**src/rtl/pwd_unlock_pkg.sv**
```systemverilog
// Package: shared command codes, fixed bus addresses and mode states.
// Assumes command codes are decoded from the low data byte only.
package pwd_unlock_pkg;

    localparam logic [7:0] CMD_UNLK1   = 8'hAA;
    localparam logic [7:0] CMD_UNLK2   = 8'h55;
    localparam logic [7:0] CMD_ENTRY   = 8'h60;
    localparam logic [7:0] CMD_PROG    = 8'hA0;
    localparam logic [7:0] CMD_EXIT1   = 8'h90;
    localparam logic [7:0] CMD_EXIT2   = 8'h00;
    localparam logic [7:0] CMD_OPEN    = 8'h25;
    localparam logic [7:0] CMD_FRAME   = 8'h03;
    localparam logic [7:0] CMD_CLOSE   = 8'h29;

    localparam int unsigned ADDR_CYC1 = 'h555;
    localparam int unsigned ADDR_CYC2 = 'h2AA;

    typedef enum logic [2:0] {
        M_OFF,
        M_ENT1,
        M_ENT2,
        M_IDLE,
        M_PROG,
        M_EXIT
    } mode_e;

endpackage

```
**src/rtl/pwd_mode_ctrl.sv**
```systemverilog
// Mode controller: detects the three-write entry sequence, handles the
// program and exit commands inside password mode, and issues word
// program strobes.
// Assumes: while the unlock sequencer is busy, every write belongs to it
// and is ignored here.
module pwd_mode_ctrl
    import pwd_unlock_pkg::*;
#(
    parameter int ADDR_W = 12,
    parameter int DATA_W = 16,
    parameter int NWORDS = 4,
    localparam int IDX_W = (NWORDS > 1) ? $clog2(NWORDS) : 1
) (
    input  logic              clk,
    input  logic              rst_n,
    input  logic              wr_en,
    input  logic [ADDR_W-1:0] addr,
    input  logic [DATA_W-1:0] wdata,
    input  logic              lock_flag,
    input  logic              unl_busy,
    output logic              in_mode,
    output logic              arm_unlock,
    output logic              prog_we,
    output logic [IDX_W-1:0]  prog_idx
);

    mode_e st_q, st_d;

    logic at_c1, at_c2, word_addr;
    assign at_c1     = (addr == ADDR_W'(ADDR_CYC1));
    assign at_c2     = (addr == ADDR_W'(ADDR_CYC2));
    assign word_addr = (addr < ADDR_W'(NWORDS));

    // Next-state and program strobe decode for one accepted write.
    always_comb begin
        st_d    = st_q;
        prog_we = 1'b0;
        if (wr_en && !unl_busy) begin
            case (st_q)
                M_OFF:  if (at_c1 && wdata[7:0] == CMD_UNLK1) st_d = M_ENT1;
                M_ENT1: st_d = (at_c2 && wdata[7:0] == CMD_UNLK2) ? M_ENT2 : M_OFF;
                M_ENT2: st_d = (at_c1 && wdata[7:0] == CMD_ENTRY) ? M_IDLE : M_OFF;
                M_IDLE: begin
                    if (wdata[7:0] == CMD_PROG)       st_d = M_PROG;
                    else if (wdata[7:0] == CMD_EXIT1) st_d = M_EXIT;
                end
                M_PROG: begin
                    prog_we = word_addr && !lock_flag;
                    st_d    = M_IDLE;
                end
                M_EXIT: st_d = (wdata[7:0] == CMD_EXIT2) ? M_OFF : M_IDLE;
                default: st_d = M_OFF;
            endcase
        end
    end

    // State register with synchronous reset.
    always_ff @(posedge clk) begin
        if (!rst_n) st_q <= M_OFF;
        else        st_q <= st_d;
    end

    assign prog_idx   = addr[IDX_W-1:0];
    assign in_mode    = (st_q == M_IDLE) || (st_q == M_PROG) || (st_q == M_EXIT);
    assign arm_unlock = (st_q == M_IDLE);

    // Mode can only be entered by the closing entry write.
    p_entry_close_r1: assert property (@(posedge clk) disable iff (!rst_n)
        $rose(in_mode) |-> $past(wr_en && at_c1 && wdata[7:0] == CMD_ENTRY));

    // Mode can only be left by the second exit write.
    p_exit_close_r5: assert property (@(posedge clk) disable iff (!rst_n)
        $fell(in_mode) |-> $past(wr_en && wdata[7:0] == CMD_EXIT2));

endmodule

```
**src/rtl/pwd_store.sv**
```systemverilog
// Password store: one register per word, written by the mode controller,
// with the read mux for password readback.
// Assumes: reset clears every word to zero; only full addresses 0..NWORDS-1 read.
module pwd_store #(
    parameter int ADDR_W = 12,
    parameter int DATA_W = 16,
    parameter int NWORDS = 4,
    localparam int IDX_W = (NWORDS > 1) ? $clog2(NWORDS) : 1
) (
    input  logic                     clk,
    input  logic                     rst_n,
    input  logic                     prog_we,
    input  logic [IDX_W-1:0]         prog_idx,
    input  logic [DATA_W-1:0]        wdata,
    input  logic                     in_mode,
    input  logic                     lock_flag,
    input  logic [ADDR_W-1:0]        addr,
    output logic [DATA_W-1:0]        rdata,
    output logic [NWORDS*DATA_W-1:0] words
);

    logic [NWORDS-1:0] we_vec;

    for (genvar g = 0; g < NWORDS; g++) begin : g_word
        logic [DATA_W-1:0] word_q;

        assign we_vec[g] = prog_we && (prog_idx == IDX_W'(g));

        // Hold one password word; load it on its program strobe.
        always_ff @(posedge clk) begin
            if (!rst_n)         word_q <= '0;
            else if (we_vec[g]) word_q <= wdata;
        end

        assign words[g*DATA_W +: DATA_W] = word_q;
    end

    logic rd_hit;
    assign rd_hit = in_mode && !lock_flag && (addr < ADDR_W'(NWORDS));

    // Readback mux: stored word on a hit, all ones otherwise.
    always_comb begin
        rdata = '1;
        if (rd_hit) rdata = words[addr[IDX_W-1:0]*DATA_W +: DATA_W];
    end

    // At most one word is written per cycle.
    p_one_word_r4: assert property (@(posedge clk) disable iff (!rst_n)
        $onehot0(we_vec));

    // Words stay frozen while the lock flag is high.
    p_locked_frozen_r9: assert property (@(posedge clk) disable iff (!rst_n)
        $past(lock_flag) |-> $stable(words));

endmodule

```
**src/rtl/pwd_unlock_seq.sv**
```systemverilog
// Unlock sequencer: follows the open, frame, word and close writes. It keeps
// a running match flag and sets the sticky unlocked flag on success.
// Assumes: it is armed only while the mode controller is idle in password mode.
module pwd_unlock_seq
    import pwd_unlock_pkg::*;
#(
    parameter int ADDR_W = 12,
    parameter int DATA_W = 16,
    parameter int NWORDS = 4,
    localparam int IDX_W      = (NWORDS > 1) ? $clog2(NWORDS) : 1,
    localparam int CLOSE_STEP = NWORDS + 2,
    localparam int STEP_W     = $clog2(CLOSE_STEP + 1)
) (
    input  logic                     clk,
    input  logic                     rst_n,
    input  logic                     wr_en,
    input  logic [ADDR_W-1:0]        addr,
    input  logic [DATA_W-1:0]        wdata,
    input  logic                     arm,
    input  logic [NWORDS*DATA_W-1:0] words,
    output logic                     busy,
    output logic                     unlocked
);

    logic [STEP_W-1:0] step_q, step_d;
    logic              match_q, match_d;
    logic              unl_q, set_unl;
    logic [IDX_W-1:0]  idx;
    logic              at_zero;

    assign at_zero = (addr == '0);
    assign idx     = IDX_W'(step_q - STEP_W'(2));

    // Step decode: advance on a correct write, drop to zero on a framing fault.
    always_comb begin
        step_d  = step_q;
        match_d = match_q;
        set_unl = 1'b0;
        if (wr_en) begin
            if (step_q == '0) begin
                if (arm && at_zero && wdata[7:0] == CMD_OPEN) step_d = STEP_W'(1);
            end else if (step_q == STEP_W'(1)) begin
                if (at_zero && wdata[7:0] == CMD_FRAME) begin
                    step_d  = STEP_W'(2);
                    match_d = 1'b1;
                end else begin
                    step_d = '0;
                end
            end else if (step_q < STEP_W'(CLOSE_STEP)) begin
                if (addr == ADDR_W'(idx)) begin
                    match_d = match_q && (wdata == words[idx*DATA_W +: DATA_W]);
                    step_d  = step_q + STEP_W'(1);
                end else begin
                    step_d = '0;
                end
            end else begin
                set_unl = at_zero && wdata[7:0] == CMD_CLOSE && match_q;
                step_d  = '0;
            end
        end
    end

    // Step, match and sticky unlocked registers.
    always_ff @(posedge clk) begin
        if (!rst_n) begin
            step_q  <= '0;
            match_q <= 1'b0;
            unl_q   <= 1'b0;
        end else begin
            step_q  <= step_d;
            match_q <= match_d;
            if (set_unl) unl_q <= 1'b1;
        end
    end

    assign busy     = (step_q != '0);
    assign unlocked = unl_q;

    // Unlock rises only after a closing write at the last step.
    p_unlock_close_r6: assert property (@(posedge clk) disable iff (!rst_n)
        $rose(unlocked) |-> $past(wr_en && at_zero && wdata[7:0] == CMD_CLOSE
                                  && step_q == STEP_W'(CLOSE_STEP)));

    // A bad frame write restarts the sequence.
    p_frame_abort_r8: assert property (@(posedge clk) disable iff (!rst_n)
        (step_q == STEP_W'(1) && wr_en && !(at_zero && wdata[7:0] == CMD_FRAME))
        |=> (step_q == '0));

    // Unlocked holds until reset.
    p_unlock_sticky_r10: assert property (@(posedge clk) disable iff (!rst_n)
        unlocked |=> unlocked);

endmodule

```
**src/rtl/pwd_unlock.sv**
```systemverilog
// Top: password unlock checker. Ties the mode controller, the password store
// and the unlock sequencer to one write bus with a combinational read port.
// Assumes one bus write per cycle and a synchronous active-low reset.
module pwd_unlock #(
    parameter int ADDR_W = 12,
    parameter int DATA_W = 16,
    parameter int NWORDS = 4,
    localparam int IDX_W = (NWORDS > 1) ? $clog2(NWORDS) : 1
) (
    input  logic              clk,
    input  logic              rst_n,
    input  logic              wr_en,
    input  logic [ADDR_W-1:0] addr,
    input  logic [DATA_W-1:0] wdata,
    input  logic              lock_flag,
    output logic [DATA_W-1:0] rdata,
    output logic              unlocked
);

    logic                     in_mode, arm_unlock, prog_we, unl_busy;
    logic [IDX_W-1:0]         prog_idx;
    logic [NWORDS*DATA_W-1:0] words;

    pwd_mode_ctrl #(.ADDR_W(ADDR_W), .DATA_W(DATA_W), .NWORDS(NWORDS)) u_mode (
        .clk        (clk),
        .rst_n      (rst_n),
        .wr_en      (wr_en),
        .addr       (addr),
        .wdata      (wdata),
        .lock_flag  (lock_flag),
        .unl_busy   (unl_busy),
        .in_mode    (in_mode),
        .arm_unlock (arm_unlock),
        .prog_we    (prog_we),
        .prog_idx   (prog_idx)
    );

    pwd_store #(.ADDR_W(ADDR_W), .DATA_W(DATA_W), .NWORDS(NWORDS)) u_store (
        .clk       (clk),
        .rst_n     (rst_n),
        .prog_we   (prog_we),
        .prog_idx  (prog_idx),
        .wdata     (wdata),
        .in_mode   (in_mode),
        .lock_flag (lock_flag),
        .addr      (addr),
        .rdata     (rdata),
        .words     (words)
    );

    pwd_unlock_seq #(.ADDR_W(ADDR_W), .DATA_W(DATA_W), .NWORDS(NWORDS)) u_seq (
        .clk      (clk),
        .rst_n    (rst_n),
        .wr_en    (wr_en),
        .addr     (addr),
        .wdata    (wdata),
        .arm      (arm_unlock),
        .words    (words),
        .busy     (unl_busy),
        .unlocked (unlocked)
    );

endmodule

```
**config.mk**
```make
export PLATFORM = sky130hd
export DESIGN_NAME = pwd_unlock
export DESIGN_NICKNAME = d
export VERILOG_FILES = /design/src/rtl/pwd_unlock_pkg.sv /design/src/rtl/pwd_mode_ctrl.sv /design/src/rtl/pwd_store.sv /design/src/rtl/pwd_unlock_seq.sv /design/src/rtl/pwd_unlock.sv
export SDC_FILE = /design/constraint.sdc
export NUM_CORES = 1
export LEC_CHECK = 0
export ABC_AREA = 1
export BUFFER_PORTS_ARGS = -buffer_cell sky130_fd_sc_hd__buf_2
export CAP_MARGIN = 0
export CELL_PAD_IN_SITES_DETAIL_PLACEMENT = 0
export CELL_PAD_IN_SITES_GLOBAL_PLACEMENT = 1
export CORE_MARGIN = 4
export CORE_UTILIZATION = 41
export CTS_CLUSTER_SIZE = 14
export DETAILED_ROUTE_END_ITERATION = 6
export PLACE_DENSITY_LB_ADDON = 0.25
export SYNTH_ARGS = -nofsm -noshare
export SYNTH_HDL_FRONTEND = slang
export SYNTH_HIERARCHICAL = 1
export SYNTH_SLANG_ARGS = --single-unit
export TNS_END_PERCENT = 30
```
**constraint.sdc**
```tcl
create_clock -name clk -period 2.9 [get_ports clk]
set_input_delay 0.58 -clock clk [delete_from_list [all_inputs] [get_ports clk]]
set_output_delay 0.58 -clock clk [all_outputs]
set_load 0.005 [all_outputs]
```
Yosys cells after proc, flatten, opt, wreduce, memory -nomap -nowiden
Cells that the tools add are included.
- register bits: 72
- output and inout port bits: 17
- add/subtract/negate cells: 2
- magnitude comparators: 2
- eq/ne operators: 25
- shifts and indexed selects: 2
- muxes and demuxes: 24
- bitwise gates (word level): 1
- reductions and logical operators: 32
- operators by type and width (cell ; number):
    $shiftx A64 B7 Y16 ; 2
    $eq A8 B8 Y1 const B ; 3
    $mux W3 ; 8
    $pmux W3 S6 ; 1
    $logic_and A1 B1 Y1 ; 17
    $eq A16 B16 Y1 ; 1
    $eq A8 B6 Y1 const B ; 2
    $eq A8 B7 Y1 const B ; 2
    $mux W16 ; 1
    $eq A12 B10 Y1 const B ; 1
    $eq A12 B11 Y1 const B ; 1
    $eq A12 B2 Y1 ; 1
    $logic_not A12 Y1 ; 1
    $lt A12 B3 Y1 const B ; 1
    $mux W1 ; 10
    $eq A8 B2 Y1 const B ; 1
    $logic_not A8 Y1 ; 1
    $mux W2 ; 4
    $eq A3 B1 Y1 const B ; 2
    $eq A3 B2 Y1 const B ; 2
    $eq A3 B3 Y1 const B ; 2
    $logic_not A3 Y1 ; 2
    $reduce_and A5 Y1 ; 1
    $eq A2 B2 Y1 const B ; 2
    other kinds (15) ; 19

Logic depth before layout (Yosys ltp)
Gate-level depths: netlist of the first run.
- depth in word-level cells: 7
- depth in mapped cells: 16
- mapped depth without buffers: 13

Hierarchy
The synthesis of the first run kept the hierarchy.
- by module, submodules not included (module ; times used ; cells each ; area an instance (sq um) ; seq. area each (sq um)):
    pwd_store ; 1 ; 521 ; 3238.1 ; 1281.2
    pwd_unlock_seq ; 1 ; 263 ; 1298.7 ; 100.1
    pwd_mode_ctrl ; 1 ; 112 ; 549.3 ; 60.1

Worst setup path before layout of the first run
No wires, ideal clock.
- kind: flip-flop to flip-flop
- from: register u_seq.step_q[1]
- to: register u_store.g_word[1].word_q[0]
- setup time: 117 ps
- arrival: 1923 ps
- data required time: 2783 ps
- setup slack: 860 ps
- cell stages (with the launch flop): 13
- clock period less this slack: 2040 ps
- cells stage by stage: dfxtp_1 > inv_2 > buf_2 > ha_1 > nand2_1 > nor2_1 > nand4_1 > nor4_1 > buf_2 > nand3_1 > buf_2 > o21ai_0 > nor2_1
- cells in the longest elaborated chain, start to end: 5
- ends and longest elaborated chain (what ; line ; text):
    start: declaration ; pwd_unlock_seq.sv:25 ; logic [STEP_W-1:0] step_q, step_d;
    start signal: assignment ; pwd_unlock_seq.sv:70 ; step_q <= step_d;
    $reduce_bool A3 Y1 ; pwd_unlock_seq.sv:76 ; assign busy = (step_q != '0);
    net unl_busy ; pwd_unlock.sv:20 ; logic in_mode, arm_unlock, prog_we, unl_busy;
    $logic_not A1 Y1 ; pwd_mode_ctrl.sv:38 ; if (wr_en && !unl_busy) begin
    $logic_and A1 B1 Y1 ; pwd_mode_ctrl.sv:38 ;
    $mux W1 ; pwd_mode_ctrl.sv:38 ;
    net prog_we ; pwd_unlock.sv:20 ;
    $logic_and A1 B1 Y1 ; pwd_store.sv:27 ; assign we_vec[g] = prog_we && (prog_idx == IDX_W'(g));
    end signal: assignment ; pwd_store.sv:32 ; else if (we_vec[g]) word_q <= wdata;
    end: declaration ; pwd_store.sv:25 ; logic [DATA_W-1:0] word_q;
The timed path passes the listed nets, and every way through them passes these cells.
A chain may end at the register's enable or synchronous reset.

Final worst setup path of the first run
- from: register u_seq.step_q[0]
- to: register u_store.g_word[1].word_q[6]
Same word-level chain as after synthesis.

==> flow_metrics.env, run 1 <==
export IMPL_wl_per_cell_um=15.2
export IMPL_setup_viol_count_final=0
export IMPL_power_internal_w=0.00191
export IMPL_minimum_setup_slack_in_the_final_design_ps=339
export IMPL_die_height_um=119
export IMPL_global_route_usage_over_all_layers=0.238
export IMPL_syn_num_nets=931
export IMPL_grt_ovfl_total=0
export IMPL_worstSetupPathType="register to register"
export IMPL_core_area_sq_mm=0.0121
export IMPL_tightest_slew_ps=1350
export IMPL_antenna_cells_inserted=0
export IMPL_clkPwrFrac=0.523
export IMPL_period_needed_ps=2560
export IMPL_cp_end_kind="register"
export IMPL_post_synth_most_frequent_cells="325 x nand2_1, 160 x nor2_1, 103 x nand3_1, 73 x inv_1, 72 x dfxtp_1"
export IMPL_postCtsSetupBuffers=0
export IMPL_async_reset_ff_frac=0
export IMPL_rsz_0062_raised_after_global_routing="no"
export IMPL_slowest_stage_cell_crit_path="dfxtp_1"
export IMPL_worstPathCellList="inv_8, ha_1, nand2_1, nor2_1, nand4_1, nor4_2, buf_4, nand3_1, buf_4, o21ai_0, nor2_1"
export IMPL_yosysTopAreaCellShare=0.283
export IMPL_wirelength_mm=16.7
export IMPL_share_comb_of_total_power=0.086
export IMPL_post_synth_instance_area_sq_mm=0.00509
export IMPL_layout_area_overhead_vs_synth_pct=12.8
export IMPL_power_ir_vdd_worst_mv=0.280
export IMPL_grt_start_max_net_pins=37
export IMPL_port_buffers=48
export IMPL_dp_slack_ps=291
export IMPL_first_global_vias=5212
export IMPL_worst_setup_hold_path_clk_slew_ps=60
export IMPL_total_leakage_power_nw=2.60
export IMPL_drc=0
export IMPL_clock_sinks=72
export IMPL_outcome="finished, final reports clean"
export IMPL_cts_root_buf="clkbuf_16"
export IMPL_seq_power_share=0.391
export IMPL_dp_final_hpwl_mm=11.0
export IMPL_die_area_sq_mm=0.0143
export IMPL_gpl_final_weighted_congestion=0.903
export IMPL_drt_pre_antenna_iters=5
export IMPL_synth_enable_flop_cells=0
export IMPL_slew_violations=0
export IMPL_finalNetCount=958
export IMPL_ys_warnings_count=6
export IMPL_postSynthCellCount=896
export IMPL_slew_headroom=0.0986
export IMPL_post_synth_num_cell_types=32
export IMPL_post_synth_cell_area_avg_sq_um=5.68
export IMPL_finalPower_w=0.00253
export IMPL_total_via_count_after_detailed_routing=5656
export IMPL_grt_pass1_wl_mm=27.1
export IMPL_maximum_level_of_the_cts_h_tree=3
export IMPL_starting_density_of_the_core=0.422
export IMPL_critical_path_required_ps=3140
export IMPL_fillCellCount=1259
export IMPL_yosysTopAreaCell="dfxtp_1"
export IMPL_tritoncts="yes"
export IMPL_cts_hold_buffers_added=0
export IMPL_critPathArrivalTime_ps=2800
export IMPL_finalCritPeriodShare=0.883
export IMPL_timing_final_hold_violations=0
export IMPL_die_w_um=119
export IMPL_synth_most_common_cell="nand2_1"
export IMPL_post_drt_via_cell_ratio=5.16
export IMPL_critPathLaunchType="register"
export IMPL_drv_max_cap_violation_count=0
export IMPL_top_level_i_o_count=49
export IMPL_post_layout_nonfiller_instances=1096
export IMPL_finalClockSkew_ps=7.19
export IMPL_synth_area_top_cells="dfxtp_1 28%, nand2_1 24%, nor2_1 12%"
export IMPL_synth_yosys_seq_area_share=0.283
export IMPL_worst_hold_path_type="register to register"
export IMPL_cts_buffer_depth=2
export IMPL_sw_frac_of_total=0.242
export IMPL_number_of_nets_still_failing_antenna_checks_after_routing=0
export IMPL_fin_tns_setup_ps=0
export IMPL_cell_area_power_density_mw_per_mm2=440
export IMPL_p_sw_w=0.000612
export IMPL_antenna_violations_before_repair=0
export IMPL_detailedRoute_firstIterationViolations=532
export IMPL_final_layout_size_suffix_gt1_frac=0.111
export IMPL_insertion_delay_ps=350
export IMPL_placed_area_sq_mm=0.00538
export IMPL_synth_ff_latch_count=72
export IMPL_postCtsResizedCells=0
export IMPL_cts_buffers_inserted=9
export IMPL_row_count=40
export IMPL_finalInstanceArea_sq_mm=0.00574
export IMPL_synth_top_flop_cell="dfxtp_1"
export IMPL_fmax_mhz=390
export IMPL_crit_path_max_fanout=36
export IMPL_dpl_cell_count=1080
export IMPL_cpPeakStageDelay_ps=360
[sequential cells by signal, summed over array words and instances (netlist names)]
register               cells
u_seq/unlocked             1
u_store/g_word.word_q     64
u_mode/st_q                3
u_seq/match_q              1
u_seq/step_q               3
[routing by layer]
layer / wire (um) / GRT usage / vias up / part of all wire
met3: 832 / 0.0366 / 22 / 0.050
li1: - / - / 2848 / -
met1: 8020 / 0.334 / 2621 / 0.48
met4: 247 / 0.0723 / 0 / 0.015
met2: 7600 / 0.377 / 165 / 0.46
met5: 0 / 0 / - / 0
[power groups by stage]
| stage | logic [W] | registers (W) | clock network [W] |
|---|---|---|---|
| 6_report | 0.000217 | 0.000989 | 0.00132 |
| 5_1_grt | 0.000240 | 0.000988 | 0.00138 |
| 4_1_cts | 0.000216 | 0.000989 | 0.00134 |
| 3_5_place_dp | 0.000215 | 0.00101 | 0 |
| 3_3_place_gp | 0.000213 | 0.00101 | 0 |
| 2_1_floorplan | 0.000119 | 0.00101 | 0 |
[cells by family (layout without fill, tap and decap cells)]
group	Yosys count	after routing	share of synthesized area
AND/OR/NAND/NOR	646	646	0.541
adder cells (fa/ha/maj)	3	3	0.00738
AO/OA/AOI/OAI	45	45	0.0494
buffers and inverters	128	160	0.116
flip-flops	72	72	0.283
XOR/XNOR	2	2	0.00344
[placed cells by master, fill, tap and decap left out, types with 5 or more instances in the layout]
| cell | instances |
|---|---|
| dfxtp_1 | 72 |
| inv_2 | 7 |
| buf_4 | 15 |
| nor2_1 | 160 |
| nand3_1 | 103 |
| a21oi_1 | 7 |
| o21ai_0 | 18 |
| a31oi_1 | 16 |
| inv_1 | 73 |
| nand2_1 | 325 |
| nand2_2 | 5 |
| nor3_1 | 5 |
| buf_2 | 48 |
| nand4_1 | 5 |
| nand3b_1 | 28 |
| clkbuf_16 | 9 |
[path summary, 6_finish.rpt]
kind | start | to | slack, ps | cells after the start
setup / recovery | u_seq/step_q[0]$_SDFFE_PN0P_ | u_store/g_word[1].word_q[6]$_SDFFE_PN0P_ | 340 | 11
hold / removal | u_seq/unlocked$_SDFFE_PN0P_ | u_seq/unlocked$_SDFFE_PN0P_ | 460 | 1
setup reg to reg | u_seq/step_q[0]$_SDFFE_PN0P_ | u_store/g_word[1].word_q[6]$_SDFFE_PN0P_ | 340 | 11
hold reg to reg | u_seq/unlocked$_SDFFE_PN0P_ | u_seq/unlocked$_SDFFE_PN0P_ | 460 | 1
[cell type report]
class | count | area [sq um] | share of cell area
repair buffers | 63 | 353 | 0.0615
flip-flops and latches | 72 | 1440 | 0.251
well taps | 168 | 210 | 0.0366
inverters | 81 | 312 | 0.0543
clock buffers | 11 | 243 | 0.0423
clock inverters | 5 | 104 | 0.0181
multi-input cells | 696 | 3070 | 0.536
[critical path: cells and delay by family, from the launching register on]
family                     cells  cell delay (ps)
AOI/OAI and AO/OA              1              170
adders and majority gates      1              190
buffers and inverters          3              730
DFF                            1              360
and+or+nand+nor                6             1020
[metrics by stage]
step / hold WS, ps / util
finish: 459 / 0.476
global route: 490 / 0.476
CTS: 462 / 0.475
detailed placement: 449 / 0.446
global placement: 446 / 0.446
floorplan: 448 / -
No activity file was read; power rests on OpenSTA's default activity.
==> run 2, diff against run 1 <==
Settings changed: CORE_UTILIZATION 41 to 44, SYNTH_HIERARCHICAL 1 to unset.
Clock period 2.9 ns to 3.1 ns, I/O delays scaled along.
==> run 2 against run 1 <==
Compared with the run above:
- non-clock buffer count increased by 5
- clock power shrank 38%
- global-route usage rose by 0.36 points
- flip-flop and latch count did not move
- routed wire length down 18%
- power down 25%
- synthesized area fell by 15%
- critical path depth fell by 2
- sequential power fell by 6.6%
- largest power group is now sequential cells
- highest routed layer unchanged
==> flow_metrics.env, run 2 <==
export IMPL_main_combinational_cell_family_by_area_after_synthesis="simple AND/OR/NAND/NOR gates"
export IMPL_row_count=35
export IMPL_layout_common_cells="202 x nand2_1, 85 x nand3_1, 73 x a21oi_1"
export IMPL_clkPwrFrac=0.434
export IMPL_dp_final_hpwl_mm=9.16
export IMPL_number_of_nets_still_failing_antenna_checks_after_routing=0
export IMPL_cts_hold_buffers_added=0
export IMPL_post_synth_mux_area_share=0
export IMPL_yosysTopAreaCellShare=0.333
export IMPL_drv_max_cap_violation_count=0
export IMPL_final_layout_size_suffix_gt1_frac=0.126
export IMPL_post_synth_cell_area_avg_sq_um=6.33
export IMPL_grt_start_max_net_pins=37
export IMPL_die_height_um=107
export IMPL_sw_frac_of_total=0.253
export IMPL_wl_per_cell_um=16.1
export IMPL_synth_ff_latch_count=72
export IMPL_fmax_mhz=375
export IMPL_finalCritPeriodShare=0.860
export IMPL_syn_num_nets=718
export IMPL_drt_pre_antenna_iters=5
export IMPL_yosys_area_share_simple=0.364
export IMPL_finalClockSkew_ps=13.0
export IMPL_tightest_slew_ps=603
export IMPL_layout_area_overhead_vs_synth_pct=12.2
export IMPL_outcome="finished, final reports clean"
export IMPL_total_leakage_power_nw=1.78
export IMPL_core_area_sq_mm=0.00942
export IMPL_post_synth_instance_area_sq_mm=0.00432
export IMPL_tritoncts="yes"
export IMPL_top_register="u_store.g_word.word_q"
export IMPL_post_synth_num_cell_types=32
export IMPL_postCtsSetupBuffers=0
export IMPL_antenna_cells_inserted=0
export IMPL_power_internal_w=0.00141
export IMPL_share_comb_of_total_power=0.077
export IMPL_multiInputGateArea_sq_mm=0.00242
export IMPL_slew_headroom=0.598
export IMPL_insertion_delay_ps=360
export IMPL_synth_enable_flop_cells=0
export IMPL_grt_pass1_wl_mm=21.9
export IMPL_cts_buffers_inserted=9
export IMPL_p_sw_w=0.000478
export IMPL_cts_buffer_depth=2
export IMPL_post_drt_via_cell_ratio=5.45
export IMPL_async_reset_ff_frac=0
export IMPL_starting_density_of_the_core=0.459
export IMPL_post_synth_most_frequent_cells="202 x nand2_1, 85 x nand3_1, 73 x a21oi_1, 72 x dfxtp_1, 58 x inv_1"
export IMPL_first_global_vias=4353
export IMPL_seq_power_share=0.489
export IMPL_power_ir_vdd_worst_mv=0.237
export IMPL_maximum_level_of_the_cts_h_tree=3
export IMPL_cell_area_power_density_mw_per_mm2=389
export IMPL_total_via_count_after_detailed_routing=4627
export IMPL_final_common_cell="nand2_1"
export IMPL_worst_hold_path_type="register to register"
export IMPL_postCtsResizedCells=0
export IMPL_setup_viol_count_final=0
export IMPL_synth_yosys_seq_area_share=0.333
export IMPL_antenna_violations_before_repair=0
export IMPL_synth_top_flop_cell="dfxtp_1"
export IMPL_global_route_usage_over_all_layers=0.242
export IMPL_rsz_0062_raised_after_global_routing="no"
export IMPL_period_needed_ps=2670
export IMPL_yosysTopAreaCell="dfxtp_1"
export IMPL_critPathLaunchType="input pin"
export IMPL_fillCellCount=978
export IMPL_top_level_i_o_count=49
export IMPL_die_area_sq_mm=0.0115
export IMPL_timing_final_hold_violations=0
export IMPL_postSynthCellCount=683
export IMPL_finalPower_w=0.00189
export IMPL_finalNetCount=751
export IMPL_seqCellArea_sq_mm=0.00144
export IMPL_synth_xor_area_frac=0.00405
export IMPL_drc=0
export IMPL_cts_root_buf="clkbuf_8"
export IMPL_die_w_um=107
export IMPL_synth_most_common_cell="nand2_1"
export IMPL_cp_end_kind="primary output"
export IMPL_compound_cell_area_share_of_the_yosys_netlist=0.183
export IMPL_gpl_final_weighted_congestion=0.873
export IMPL_port_buffers=48
export IMPL_worstSetupPathType="input pin to primary output"
export IMPL_fin_tns_setup_ps=0
export IMPL_largest_register_ffs=64
export IMPL_worst_setup_hold_path_clk_slew_ps=80
export IMPL_ys_warnings_count=0
export IMPL_layout_top_registers="u_store.g_word.word_q (64), u_mode.st_q (3), u_seq.step_q (3)"
export IMPL_clock_sinks=72
export IMPL_crit_path_max_fanout=16
export IMPL_critPathArrivalTime_ps=2050
export IMPL_slew_violations=0
export IMPL_synth_area_top_cells="dfxtp_1 33%, nand2_1 18%, nand3_1 9.8%"
export IMPL_grt_ovfl_total=0
export IMPL_synth_adder_area_share=0.00868
export IMPL_wirelength_mm=13.7
export IMPL_critical_path_required_ps=2480
export IMPL_detailedRoute_firstIterationViolations=417
==> run 2: path summary, 6_finish.rpt <==
check                                    start                                        end  slack, ps  depth (start not counted)
hold / removal     u_seq.unlocked$_SDFFE_PN0P_                u_seq.unlocked$_SDFFE_PN0P_        450                          2
setup / recovery                      addr[11]                                   rdata[3]        430                          9
hold reg to reg    u_seq.unlocked$_SDFFE_PN0P_                u_seq.unlocked$_SDFFE_PN0P_        450                          2
setup reg to reg  u_seq.step_q[0]$_SDFFE_PN0P_  u_store.g_word[0].word_q[13]$_SDFFE_PN0P_       1070                         10
==> run 2: routing by layer <==
metal	vias up	routed length, um	global-route usage
li1	2344	-	-
met1	2088	5990	0.314
met2	174	6510	0.405
met3	21	956	0.0488
met4	0	215	0.0703
met5	-	0	0
==> run 2: cell families after synthesis <==
logic type / Yosys count
simple gates: 360
buf+inv: 106
compound gates: 140
flops: 72
fa+ha+maj: 3
xor+xnor: 2
==> run 2: area by class of cell <==
type | instances | area share
clock buffer | 9 | 0.0255
clock inverter | 6 | 0.0175
inverter | 60 | 0.0464
multi-input combinational | 505 | 0.500
sequential | 72 | 0.297
tap | 129 | 0.0333
timing repair buffer | 68 | 0.0805
==> run 2: critical path: stages <==
cell       delay (ps)
buf_2             110
nor2_1            160
nand2_1           130
nor3_4            240
nand2_2           100
nor2_1            100
buf_4             270
o2111ai_1         150
buf_2             160
==> run 2: power by group through the flow <==
| stage | sequential [W] | clock (W) | combinational, W |
|---|---|---|---|
| finish | 0.000924 | 0.000820 | 0.000145 |
| floorplan | 0.000946 | 0 | 0.0000782 |
| CTS | 0.000924 | 0.000830 | 0.000144 |
| detailed placement | 0.000946 | 0 | 0.000143 |
| global placement | 0.000946 | 0 | 0.000141 |
| global route | 0.000924 | 0.000870 | 0.000159 |
==> run 2: through the flow <==
stage               hold slack, ps  setup WS, ps  utilization  area (sq um)  instances
floorplan                      439           634            -          4320        683
global placement               437           466        0.493          4640        834
detailed placement             442           444        0.493          4640        834
CTS                            454           438        0.515          4850        849
global route                   482           298        0.515          4850        849
finish                         451           432        0.515          4850        849
==> run 3, diff against run 2 <==
Settings changed: CORE_UTILIZATION 44 to 35, SYNTH_HIERARCHICAL set to 1.
==> run 3 against run 2 <==
Compared with the run above:
- register-to-register slack lost 560 ps
- design area increased by 18%
- non-clock buffer count fell by 6
- combinational power increased by 43%
- largest cell class unchanged
- global-route usage is 2.9 points lower
- worst setup slack better by 75 ps
- clock skew decreased by 7.2 ps
- sequential share of layout area decreased by 4.6 points
==> flow_metrics.env, run 3 (synthesis gave the netlist of run 1 again) <==
export IMPL_outcome="finished, final reports clean"
export IMPL_period_needed_ps=2590
export IMPL_fillCellCount=1570
export IMPL_die_area_sq_mm=0.0165
export IMPL_postCtsSetupBuffers=0
export IMPL_power_ir_vdd_worst_mv=0.223
export IMPL_slew_violations=0
export IMPL_dp_final_hpwl_mm=10.9
export IMPL_grt_ovfl_total=0
export IMPL_placed_area_sq_mm=0.00542
export IMPL_layout_area_overhead_vs_synth_pct=12.7
export IMPL_number_of_nets_still_failing_antenna_checks_after_routing=0
export IMPL_core_area_sq_mm=0.0140
export IMPL_cts_buffer_depth=2
export IMPL_grt_pass1_wl_mm=27.6
export IMPL_share_comb_of_total_power=0.093
export IMPL_p_sw_w=0.000577
export IMPL_insertion_delay_ps=340
export IMPL_starting_density_of_the_core=0.362
export IMPL_finalClockSkew_ps=5.79
export IMPL_tightest_slew_ps=745
export IMPL_worstSetupPathType="register to register"
export IMPL_crit_path_max_fanout=35
export IMPL_layout_top_registers="u_store/g_word.word_q (64), u_mode/st_q (3), u_seq/step_q (3)"
export IMPL_grt_start_max_net_pins=59
export IMPL_critPathArrivalTime_ps=2880
export IMPL_sw_frac_of_total=0.259
export IMPL_total_via_count_after_detailed_routing=5494
export IMPL_rsz_0062_raised_after_global_routing="no"
export IMPL_seq_power_share=0.415
export IMPL_drv_max_cap_violation_count=0
export IMPL_post_drt_via_cell_ratio=4.96
export IMPL_postCtsResizedCells=0
export IMPL_port_buffers=48
export IMPL_tritoncts="yes"
export IMPL_die_w_um=129
export IMPL_cts_root_buf="clkbuf_16"
export IMPL_cp_end_kind="register"
export IMPL_first_global_vias=5037
export IMPL_timing_final_hold_violations=0
export IMPL_cts_hold_buffers_added=0
export IMPL_cell_area_power_density_mw_per_mm2=389
export IMPL_clock_sinks=72
export IMPL_clkPwrFrac=0.492
export IMPL_power_internal_w=0.00165
export IMPL_global_route_usage_over_all_layers=0.212
export IMPL_top_register="u_store/g_word.word_q"
export IMPL_gpl_final_weighted_congestion=0.818
export IMPL_finalNetCount=957
export IMPL_antenna_cells_inserted=0
export IMPL_finalCritPeriodShare=0.836
export IMPL_fmax_mhz=386
export IMPL_drc=0
export IMPL_wirelength_mm=17.1
export IMPL_slew_headroom=0.501
export IMPL_largest_register_ffs=64
export IMPL_fin_tns_setup_ps=0
export IMPL_worst_setup_hold_path_clk_slew_ps=60
export IMPL_detailedRoute_firstIterationViolations=484
export IMPL_layout_common_cells="325 x nand2_1, 160 x nor2_1, 103 x nand3_1"
export IMPL_final_layout_size_suffix_gt1_frac=0.111
export IMPL_finalInstanceArea_sq_mm=0.00573
export IMPL_worst_hold_path_type="register to register"
export IMPL_row_count=43
export IMPL_top_level_i_o_count=49
export IMPL_maximum_level_of_the_cts_h_tree=3
export IMPL_drt_pre_antenna_iters=5
export IMPL_total_leakage_power_nw=2.56
export IMPL_final_common_cell="nand2_1"
export IMPL_critPathLaunchType="register"
export IMPL_antenna_violations_before_repair=0
export IMPL_die_height_um=129
export IMPL_wl_per_cell_um=15.5
export IMPL_critical_path_required_ps=3380
export IMPL_setup_viol_count_final=0
export IMPL_cts_buffers_inserted=9
-- run 3: critical path, cell delays in order, from the launching register on --
cell and delay [ps]:
dfxtp_1 370, inv_8 70, ha_1 130, nand2_1 120, nor2_1 220, nand4_1 130
nor4_2 280, buf_12 240, nand2_1 90, inv_2 80, nand2_2 420, nand2_1 190
nand2_1 80, nor2_1 100
-- run 3: routing by layer --
layer,part of all wire,wire length (um),up-vias,track usage
met2,0.44,7530,135,0.326
li1,-,-,2846,-
met1,0.49,8430,2497,0.311
met3,0.053,910,16,0.0282
met4,0.014,237,0,0.0605
met5,0,0,-,0
-- run 3: final timing paths --
kind / start / end / slack, ps / depth (start not counted)
max: u_seq/step_q[0]$_SDFFE_PN0P_ / u_store/g_word[2].word_q[9]$_SDFFE_PN0P_ / 510 / 13
min: u_seq/unlocked$_SDFFE_PN0P_ / u_seq/unlocked$_SDFFE_PN0P_ / 490 / 1
min reg2reg: u_seq/unlocked$_SDFFE_PN0P_ / u_seq/unlocked$_SDFFE_PN0P_ / 490 / 1
max reg2reg: u_seq/step_q[0]$_SDFFE_PN0P_ / u_store/g_word[2].word_q[9]$_SDFFE_PN0P_ / 510 / 13
-- run 3: area by class of cell --
cell class | instances | area [sq um] | share of cell area
sequential | 72 | 1440 | 0.251
inverter | 81 | 312 | 0.0544
multi-input combinational | 696 | 3060 | 0.534
clock buffer | 11 | 253 | 0.0441
clock inverter | 5 | 55.1 | 0.00960
tap | 180 | 225 | 0.0393
timing repair buffer | 62 | 383 | 0.0668
-- run 3: power groups by stage --
stage,Clock (W),Sequential (W),Combinational [W]
after detailed placement,0,0.000946,0.000207
after global routing,0.00116,0.000924,0.000231
after floorplan,0,0.000946,0.000112
final,0.00110,0.000925,0.000207
after CTS,0.00112,0.000925,0.000207
after global placement,0,0.000946,0.000208
-- run 3: through the flow --
step	instances	power [W]	worst slack (ps)	hold slack [ps]	utilization
2_1_floorplan	896	0.00106	1060	448	-
3_3_place_gp	1091	0.00115	495	454	0.386
3_5_place_dp	1091	0.00115	462	469	0.386
4_1_cts	1107	0.00225	521	492	0.408
5_1_grt	1107	0.00231	225	516	0.408
6_report	1107	0.00223	507	488	0.408
